`config.mk`:
```
export PLATFORM = sky130hd
export DESIGN_NAME = rx_slip_buffer
export DESIGN_NICKNAME = d
export VERILOG_FILES = /design/src/rtl/rx_slip_pkg.sv /design/src/rtl/rxsb_wr_ptr.sv /design/src/rtl/rxsb_store.sv /design/src/rtl/rxsb_rd_ctrl.sv /design/src/rtl/rx_slip_buffer.sv
export SDC_FILE = /design/constraint.sdc
export NUM_CORES = 1
export LEC_CHECK = 0
export ABC_AREA = 0
export BUFFER_PORTS_ARGS = -buffer_cell sky130_fd_sc_hd__buf_4
export CAP_MARGIN = 10
export CORE_ASPECT_RATIO = 0.8
export CORE_MARGIN = 3
export CORE_UTILIZATION = 28
export CTS_CLUSTER_DIAMETER = 200
export CTS_CLUSTER_SIZE = 28
export DETAILED_ROUTE_END_ITERATION = 10
export GPL_TIMING_DRIVEN = 0
export SETUP_SLACK_MARGIN = 0.1
export SYNTH_ARGS = -nofsm -noshare
export SYNTH_HDL_FRONTEND = slang
export SYNTH_SLANG_ARGS = --single-unit
```
`constraint.sdc`:
```
create_clock -name clk -period 3.8 [get_ports clk]
set_input_delay 0.57 -clock clk [delete_from_list [all_inputs] [get_ports clk]]
set_output_delay 0.57 -clock clk [all_outputs]
set_load 0.1 [all_outputs]
```
`src/rtl/rx_slip_pkg.sv`:
```
package rx_slip_pkg;

  localparam logic [7:0] IDLE_CODE = 8'hFF;

  // every fourth system timeslot carries no channel
  function automatic bit slot_is_idle(input int s);
    return (s % 4) == 0;
  endfunction

  // channel carried by a non-idle timeslot
  function automatic int slot_chan(input int s);
    return ((s % 4) == 0) ? 0 : (s - s / 4 - 1);
  endfunction

  // bytes the writer is ahead of the start of frame f
  function automatic int frame_delay(input int wp, input int f,
                                     input int ch, input int depth);
    return (wp + depth - f * ch) % depth;
  endfunction

endpackage

```
`src/rtl/rxsb_wr_ptr.sv`:
```
module rxsb_wr_ptr #(
  parameter int DEPTH = 48,
  parameter int PW    = 6
) (
  input  logic          clk,
  input  logic          rst_n,
  input  logic          wr_en,
  output logic [PW-1:0] wr_pos
);
  localparam logic [PW-1:0] LAST = PW'(DEPTH - 1);

  always_ff @(posedge clk) begin
    if (!rst_n)     wr_pos <= '0;
    else if (wr_en) wr_pos <= (wr_pos == LAST) ? '0 : wr_pos + 1'b1;
  end

  a_r2_wr_hold: assert property (@(posedge clk) disable iff (!rst_n)
    !wr_en |=> $stable(wr_pos));
  a_r2_wr_range: assert property (@(posedge clk) disable iff (!rst_n)
    wr_pos <= LAST);
endmodule

```
`src/rtl/rxsb_store.sv`:
```
module rxsb_store #(
  parameter int DEPTH = 48,
  parameter int PW    = 6
) (
  input  logic          clk,
  input  logic          rst_n,
  input  logic          wr_en,
  input  logic [PW-1:0] wr_pos,
  input  logic [7:0]    wr_data,
  input  logic [PW-1:0] rd_addr,
  output logic [7:0]    rd_byte
);
  import rx_slip_pkg::*;

  logic [7:0] mem [DEPTH];

  always_ff @(posedge clk) begin
    if (!rst_n) begin
      for (int i = 0; i < DEPTH; i++) mem[i] <= IDLE_CODE;
    end else if (wr_en) begin
      mem[wr_pos] <= wr_data;
    end
  end

  assign rd_byte = mem[rd_addr];
endmodule

```
`src/rtl/rxsb_rd_ctrl.sv`:
```
module rxsb_rd_ctrl #(
  parameter int CHANNELS = 24,
  parameter int SLOTS    = 32,
  parameter int DEPTH    = 48,
  parameter int PW       = 6,
  parameter int SW       = 5,
  parameter int LOW_LIM  = 6,
  parameter int HIGH_LIM = 42
) (
  input  logic          clk,
  input  logic          rst_n,
  input  logic          rd_en,
  input  logic [PW-1:0] wr_pos,
  output logic [PW-1:0] rd_addr,
  output logic          slot_idle,
  output logic          slip_pulse,
  output logic          slip_dir,
  output logic [PW-1:0] fill_delay
);
  import rx_slip_pkg::*;

  localparam logic [SW-1:0] LAST_SLOT = SW'(SLOTS - 1);
  localparam logic [PW-1:0] LOW_V     = PW'(LOW_LIM);
  localparam logic [PW-1:0] HIGH_V    = PW'(HIGH_LIM);

  logic [SW-1:0] slot;
  logic          frame;
  logic          next_frame;
  logic          boundary;
  logic [PW-1:0] d_now;
  logic          too_close;
  logic          too_far;
  logic          slip_now;
  logic [PW-1:0] chan;

  assign boundary   = rd_en && (slot == LAST_SLOT);
  assign next_frame = ~frame;
  assign d_now      = PW'(frame_delay(int'(wr_pos), int'(next_frame), CHANNELS, DEPTH));
  assign too_close  = d_now < LOW_V;
  assign too_far    = d_now > HIGH_V;
  assign slip_now   = boundary && (too_close || too_far);

  assign slot_idle  = slot_is_idle(int'(slot));
  assign chan       = slot_idle ? '0 : PW'(slot_chan(int'(slot)));
  assign rd_addr    = frame ? chan + PW'(CHANNELS) : chan;

  always_ff @(posedge clk) begin
    if (!rst_n) begin
      slot       <= '0;
      frame      <= 1'b1;
      slip_pulse <= 1'b0;
      slip_dir   <= 1'b0;
      fill_delay <= '0;
    end else begin
      slip_pulse <= slip_now;
      if (rd_en) slot <= boundary ? '0 : slot + 1'b1;
      if (boundary) begin
        fill_delay <= d_now;
        frame      <= slip_now ? frame : next_frame;
      end
      if (slip_now) slip_dir <= too_far;
    end
  end

  // slip only right after a last-timeslot strobe, never two cycles running
  a_r8_after_boundary: assert property (@(posedge clk) disable iff (!rst_n)
    slip_pulse |-> $past(rd_en) && ($past(slot) == LAST_SLOT));
  a_r8_one_cycle: assert property (@(posedge clk) disable iff (!rst_n)
    slip_pulse |=> !slip_pulse);
  // a boundary without slip reported an in-window distance
  a_r5_in_window: assert property (@(posedge clk) disable iff (!rst_n)
    $past(boundary) && !slip_pulse |-> (fill_delay >= LOW_V) && (fill_delay <= HIGH_V));
  // direction matches the side of the window that was crossed
  a_r6_repeat_dir: assert property (@(posedge clk) disable iff (!rst_n)
    slip_pulse && (fill_delay < LOW_V) |-> !slip_dir);
  a_r7_skip_dir: assert property (@(posedge clk) disable iff (!rst_n)
    slip_pulse && (fill_delay > HIGH_V) |-> slip_dir);
  // direction only moves with a slip
  a_r9_dir_sticky: assert property (@(posedge clk) disable iff (!rst_n)
    !slip_pulse |-> $stable(slip_dir));
  // read position frozen without strobe
  a_r10_slot_hold: assert property (@(posedge clk) disable iff (!rst_n)
    !rd_en |=> $stable(slot) && $stable(fill_delay));
endmodule

```
`src/rtl/rx_slip_buffer.sv`:
```
module rx_slip_buffer #(
  parameter int CHANNELS    = 24,
  parameter int SLOTS       = 32,
  parameter int WANDER_UI   = 140,
  parameter int UI_PER_BYTE = 8
) (
  input  logic       clk,
  input  logic       rst_n,
  input  logic       wr_en,
  input  logic [7:0] wr_data,
  input  logic       rd_en,
  output logic [7:0] rd_data,
  output logic       slip_pulse,
  output logic       slip_dir,
  output logic [5:0] fill_delay
);
  import rx_slip_pkg::*;

  localparam int DEPTH    = 2 * CHANNELS;
  localparam int PW       = $clog2(DEPTH);
  localparam int SW       = $clog2(SLOTS);
  localparam int TOL      = (WANDER_UI + UI_PER_BYTE - 1) / UI_PER_BYTE;
  localparam int LOW_LIM  = CHANNELS - TOL;
  localparam int HIGH_LIM = CHANNELS + TOL;

  logic [PW-1:0] wr_pos;
  logic [PW-1:0] rd_addr;
  logic [7:0]    rd_byte;
  logic          slot_idle;
  logic [PW-1:0] fill_int;

  rxsb_wr_ptr #(.DEPTH(DEPTH), .PW(PW)) u_wr (
    .clk(clk), .rst_n(rst_n), .wr_en(wr_en), .wr_pos(wr_pos)
  );

  rxsb_store #(.DEPTH(DEPTH), .PW(PW)) u_mem (
    .clk(clk), .rst_n(rst_n), .wr_en(wr_en), .wr_pos(wr_pos),
    .wr_data(wr_data), .rd_addr(rd_addr), .rd_byte(rd_byte)
  );

  rxsb_rd_ctrl #(
    .CHANNELS(CHANNELS), .SLOTS(SLOTS), .DEPTH(DEPTH), .PW(PW), .SW(SW),
    .LOW_LIM(LOW_LIM), .HIGH_LIM(HIGH_LIM)
  ) u_rd (
    .clk(clk), .rst_n(rst_n), .rd_en(rd_en), .wr_pos(wr_pos),
    .rd_addr(rd_addr), .slot_idle(slot_idle), .slip_pulse(slip_pulse),
    .slip_dir(slip_dir), .fill_delay(fill_int)
  );

  assign fill_delay = 6'(fill_int);

  always_ff @(posedge clk) begin
    if (!rst_n)     rd_data <= IDLE_CODE;
    else if (rd_en) rd_data <= slot_idle ? IDLE_CODE : rd_byte;
  end

  // output byte frozen without a read strobe
  a_r10_rd_hold: assert property (@(posedge clk) disable iff (!rst_n)
    !rd_en |=> $stable(rd_data));
  // idle timeslots always show the idle code
  a_r3_idle_code: assert property (@(posedge clk) disable iff (!rst_n)
    rd_en && slot_idle |=> rd_data == IDLE_CODE);
endmodule

```
==> reports/qor.yml <==
async_flop_share: 0
hold_end: "u_wr.wr_pos[0]"
fin_nets: 1895
dp.cells: 2996
antenna_found_initial: 6
clk_pin_slew_ns: 0.12
drtIter0Drc: 2760
cts.path.max_buffers: 3
grt_usage: 0.1729
areaGrowthSynthToFinish_pct: 12.58
netlist_instances: 1756
hold_class: "in2reg"
clkLatencyLatePin_ns: 0.59
stdcell_count: 3065
initial_core_util: 0.2845
worstPathArrival_ns: 3.96
syn_area_per_cell_um2: 14.27
finalCoreUtilization: 0.3202
grt_remaining_overflow: 0
setup_violations: 0
yosys.area.top_type: "edfxtp_1"
diodes: 0
core_area_um2: 88110
hp-start: "wr_en"
fillCellCount: 8723
drcViolationCount: 0
r2r_slack_ns: 0.06
start_kind: "register"
ys_types: 61
rows: 97
clock_skew_ns: 0.03674
worstPathRequired_ns: 4.02
ant_nets: 0
vias: 17200
synth.area.top_cells: "edfxtp_1 61%, mux4_2 11%, or3_1 9.7%, clkbuf_1 2.6%, dfxtp_1 2.2%"
p_per_area_nw_per_um2: 401.9
synth_edf_count: 512
peakVddDrop_mv: 0.2861
h-tree-depth: 1
total_leakage_power_nw: 6.905
cts_tree: "yes"
reg2reg_to: "u_mem.mem[3][6]"
slew_viol_final: 0
reg2reg_from: "u_wr.wr_pos[0]"
relSlewSlack: 0.1414
grt_max_degree: 30
die_area_um2: 93160
period_needed_ns: 3.735
worst-r2r-cell-count: 6
drive_above_1_share: 0.1907
syn_nets: 1790
dp_hpwl_mm: 59.48
hold_viol_final: 0
cp_max_fo: 10
wl_mm: 83.25
maxCapViolCount: 0
grt_pass1_wl_mm: 117.9
synth_ff_type: "edfxtp_1"
synth_area_um2: 25060
rsz0062_at_grt: "yes"
grt_pass1_vias: 16420
drt_first_pass_iters: 6
globalplace.congestion: 0.9278
worst_pin_slew_ns: 1.274
ys_ff_latch: 540
die_w_um: 340.5
regArea_um2: 15950
multi_input_area_um2: 8461
timing.final.crit_share: 0.9830
die-height_um: 273.6
numPortBuffers: 26
endpoint_kind: "register"
avgRoutedWirePerCell_um: 27.16
yosysWarnings: 0
yosysSeqAreaShare: 0.6358
outcome: "finished clean"
ctsRootBufferMaster: "clkbuf_16"
vias_per_cell: 5.611
cts_buffers: 23
whs_ns: 0.2868
cts.sinks: 540
worstSetupPathType: "reg2reg"
yosys.area.top_type_share: 0.6134
max_freq_ghz: 0.2677
io_pins: 28
hold_depth: 3
sequential cells by signal, indices dropped and copies added (netlist names):
register         flops
u_rd.slot            5
u_mem.mem          512
rd_data              8
u_rd.slip_dir        1
u_rd.frame           1
u_rd.fill_delay      6
u_rd.slip_pulse      1
u_wr.wr_pos          6
per-layer routing:
metal | global-route usage | vias to the layer above | wire length, um
li1 | - | 7005 | -
met1 | 0.2540 | 8807 | 34740
met2 | 0.2455 | 1217 | 34580
met3 | 0.05273 | 162 | 11340
met4 | 0.04637 | 6 | 2549
met5 | 0 | - | 42
where the power goes:
group          total, W  internal (W)  leakage, nW  switching (W)
Combinational   0.00174      0.000532         2.60        0.00121
Clock           0.00308       0.00118        0.313        0.00190
Sequential      0.00652       0.00650         3.99      0.0000201
placed cells by master (no fill, tap or decap), types with 4 or more instances in the layout:
master     Yosys  layout
nand2b_1       6       6
xnor2_1       15      12
or3_1        387     387
nor3_1        11      10
dfxtp_4        0       4
buf_8          0       5
dfxtp_1       28      22
inv_1         16      13
mux2i_1       26      25
a211oi_1      10       8
a21oi_1       16      15
o21a_1         4       4
nand3_1       28      25
a21o_1         4       4
and3_1         5       4
a311o_1        5       5
o21ai_1        1      14
ha_1          20      15
clkbuf_16      0      23
edfxtp_1     512     512
o221ai_1       9       9
clkbuf_1     173     170
buf_4          3      77
o21ai_0      112      98
clkbuf_2       0      16
xnor2_2        2       4
a31oi_1        5       5
or2_2         36      36
buf_2         17      16
nor2b_1        8       5
o211ai_1      23      23
ha_4           0       4
nor2_1        42      40
o22ai_1        9       9
nand2_1       51      51
buf_6          1       5
and2_1         9       8
mux4_2       121     121
area by class of cell:
cell class	count	area share
buffer	203	0.03534
clock buffer	40	0.02266
clock inverter	1	0.0007095
inverter	18	0.002927
multi-input combinational	995	0.2998
sequential	540	0.5654
tap	1188	0.05268
timing repair buffer	80	0.02049
cell usage after synthesis, drive strengths merged, types with 20 or more instances:
cell type / n
nor2: 42
nand2: 51
clkbuf: 173
ha: 20
or2: 36
edfxtp: 512
o21ai: 113
mux4: 121
or3: 387
dfxtp: 28
buf: 30
nand3: 28
mux2i: 26
o211ai: 23
through the flow:
| step | TNS (ns) | setup WS [ns] | area, um2 | total power [W] |
|---|---|---|---|---|
| after detailed placement | -9.208 | -0.8025 | 26950 | 0.008229 |
| after global placement | -7.806 | -0.8592 | 26750 | 0.008191 |
| after CTS | 0 | 0.02474 | 27840 | 0.01122 |
| final | 0 | 0.06465 | 28220 | 0.01134 |
| after global routing | -1.776 | -0.08433 | 28220 | 0.01159 |
| after floorplan | 0 | 0.1062 | 25060 | 0.007544 |
cells by family after synthesis:
logic type               synth area share
adder cells (fa/ha/maj)           0.01203
AO/OA/AOI/OAI                     0.05252
AND/OR/NAND/NOR                    0.1369
buffers and inverters             0.03479
multiplexers                       0.1197
flip-flops                         0.6358
XOR/XNOR                         0.008237
worst max path at each step:
stage,start,to,slack (ns),depth (start not counted)
after floorplan,u_rd.frame,u_rd.frame,0.11,15
after detailed placement,u_rd.slot[0],rd_data[1],-0.80,14
after CTS,u_wr.wr_pos[4],u_rd.frame,0.02,15
after global routing,u_wr.wr_pos[1],u_mem.mem[3][7],-0.08,6
final,u_wr.wr_pos[0],u_mem.mem[3][6],0.06,6
after global placement,u_rd.slot[3],rd_data[4],-0.86,11
worst max-delay path, stage by stage (launching register included):
cell and delay, ns:
dfxtp_1 0.43, clkbuf_2 0.29, inv_1 0.14, or3_1 0.40, clkbuf_1 0.35, clkdlybuf4s15_1 0.74
o21ai_1 1.02
what timing repair did:
| action | 4_1_cts | 5_1_grt |
|---|---|---|
| gates resized for setup | 89 | 68 |
| buffers inserted | 2 | 17 |
| pin swaps | 4 | 9 |
| endpoints found under the hold margin | 0 | 0 |
| hold buffers | 0 | 0 |
| endpoints found under the setup margin | 72 | 58 |
No activity file was read; power rests on OpenSTA's default activity.
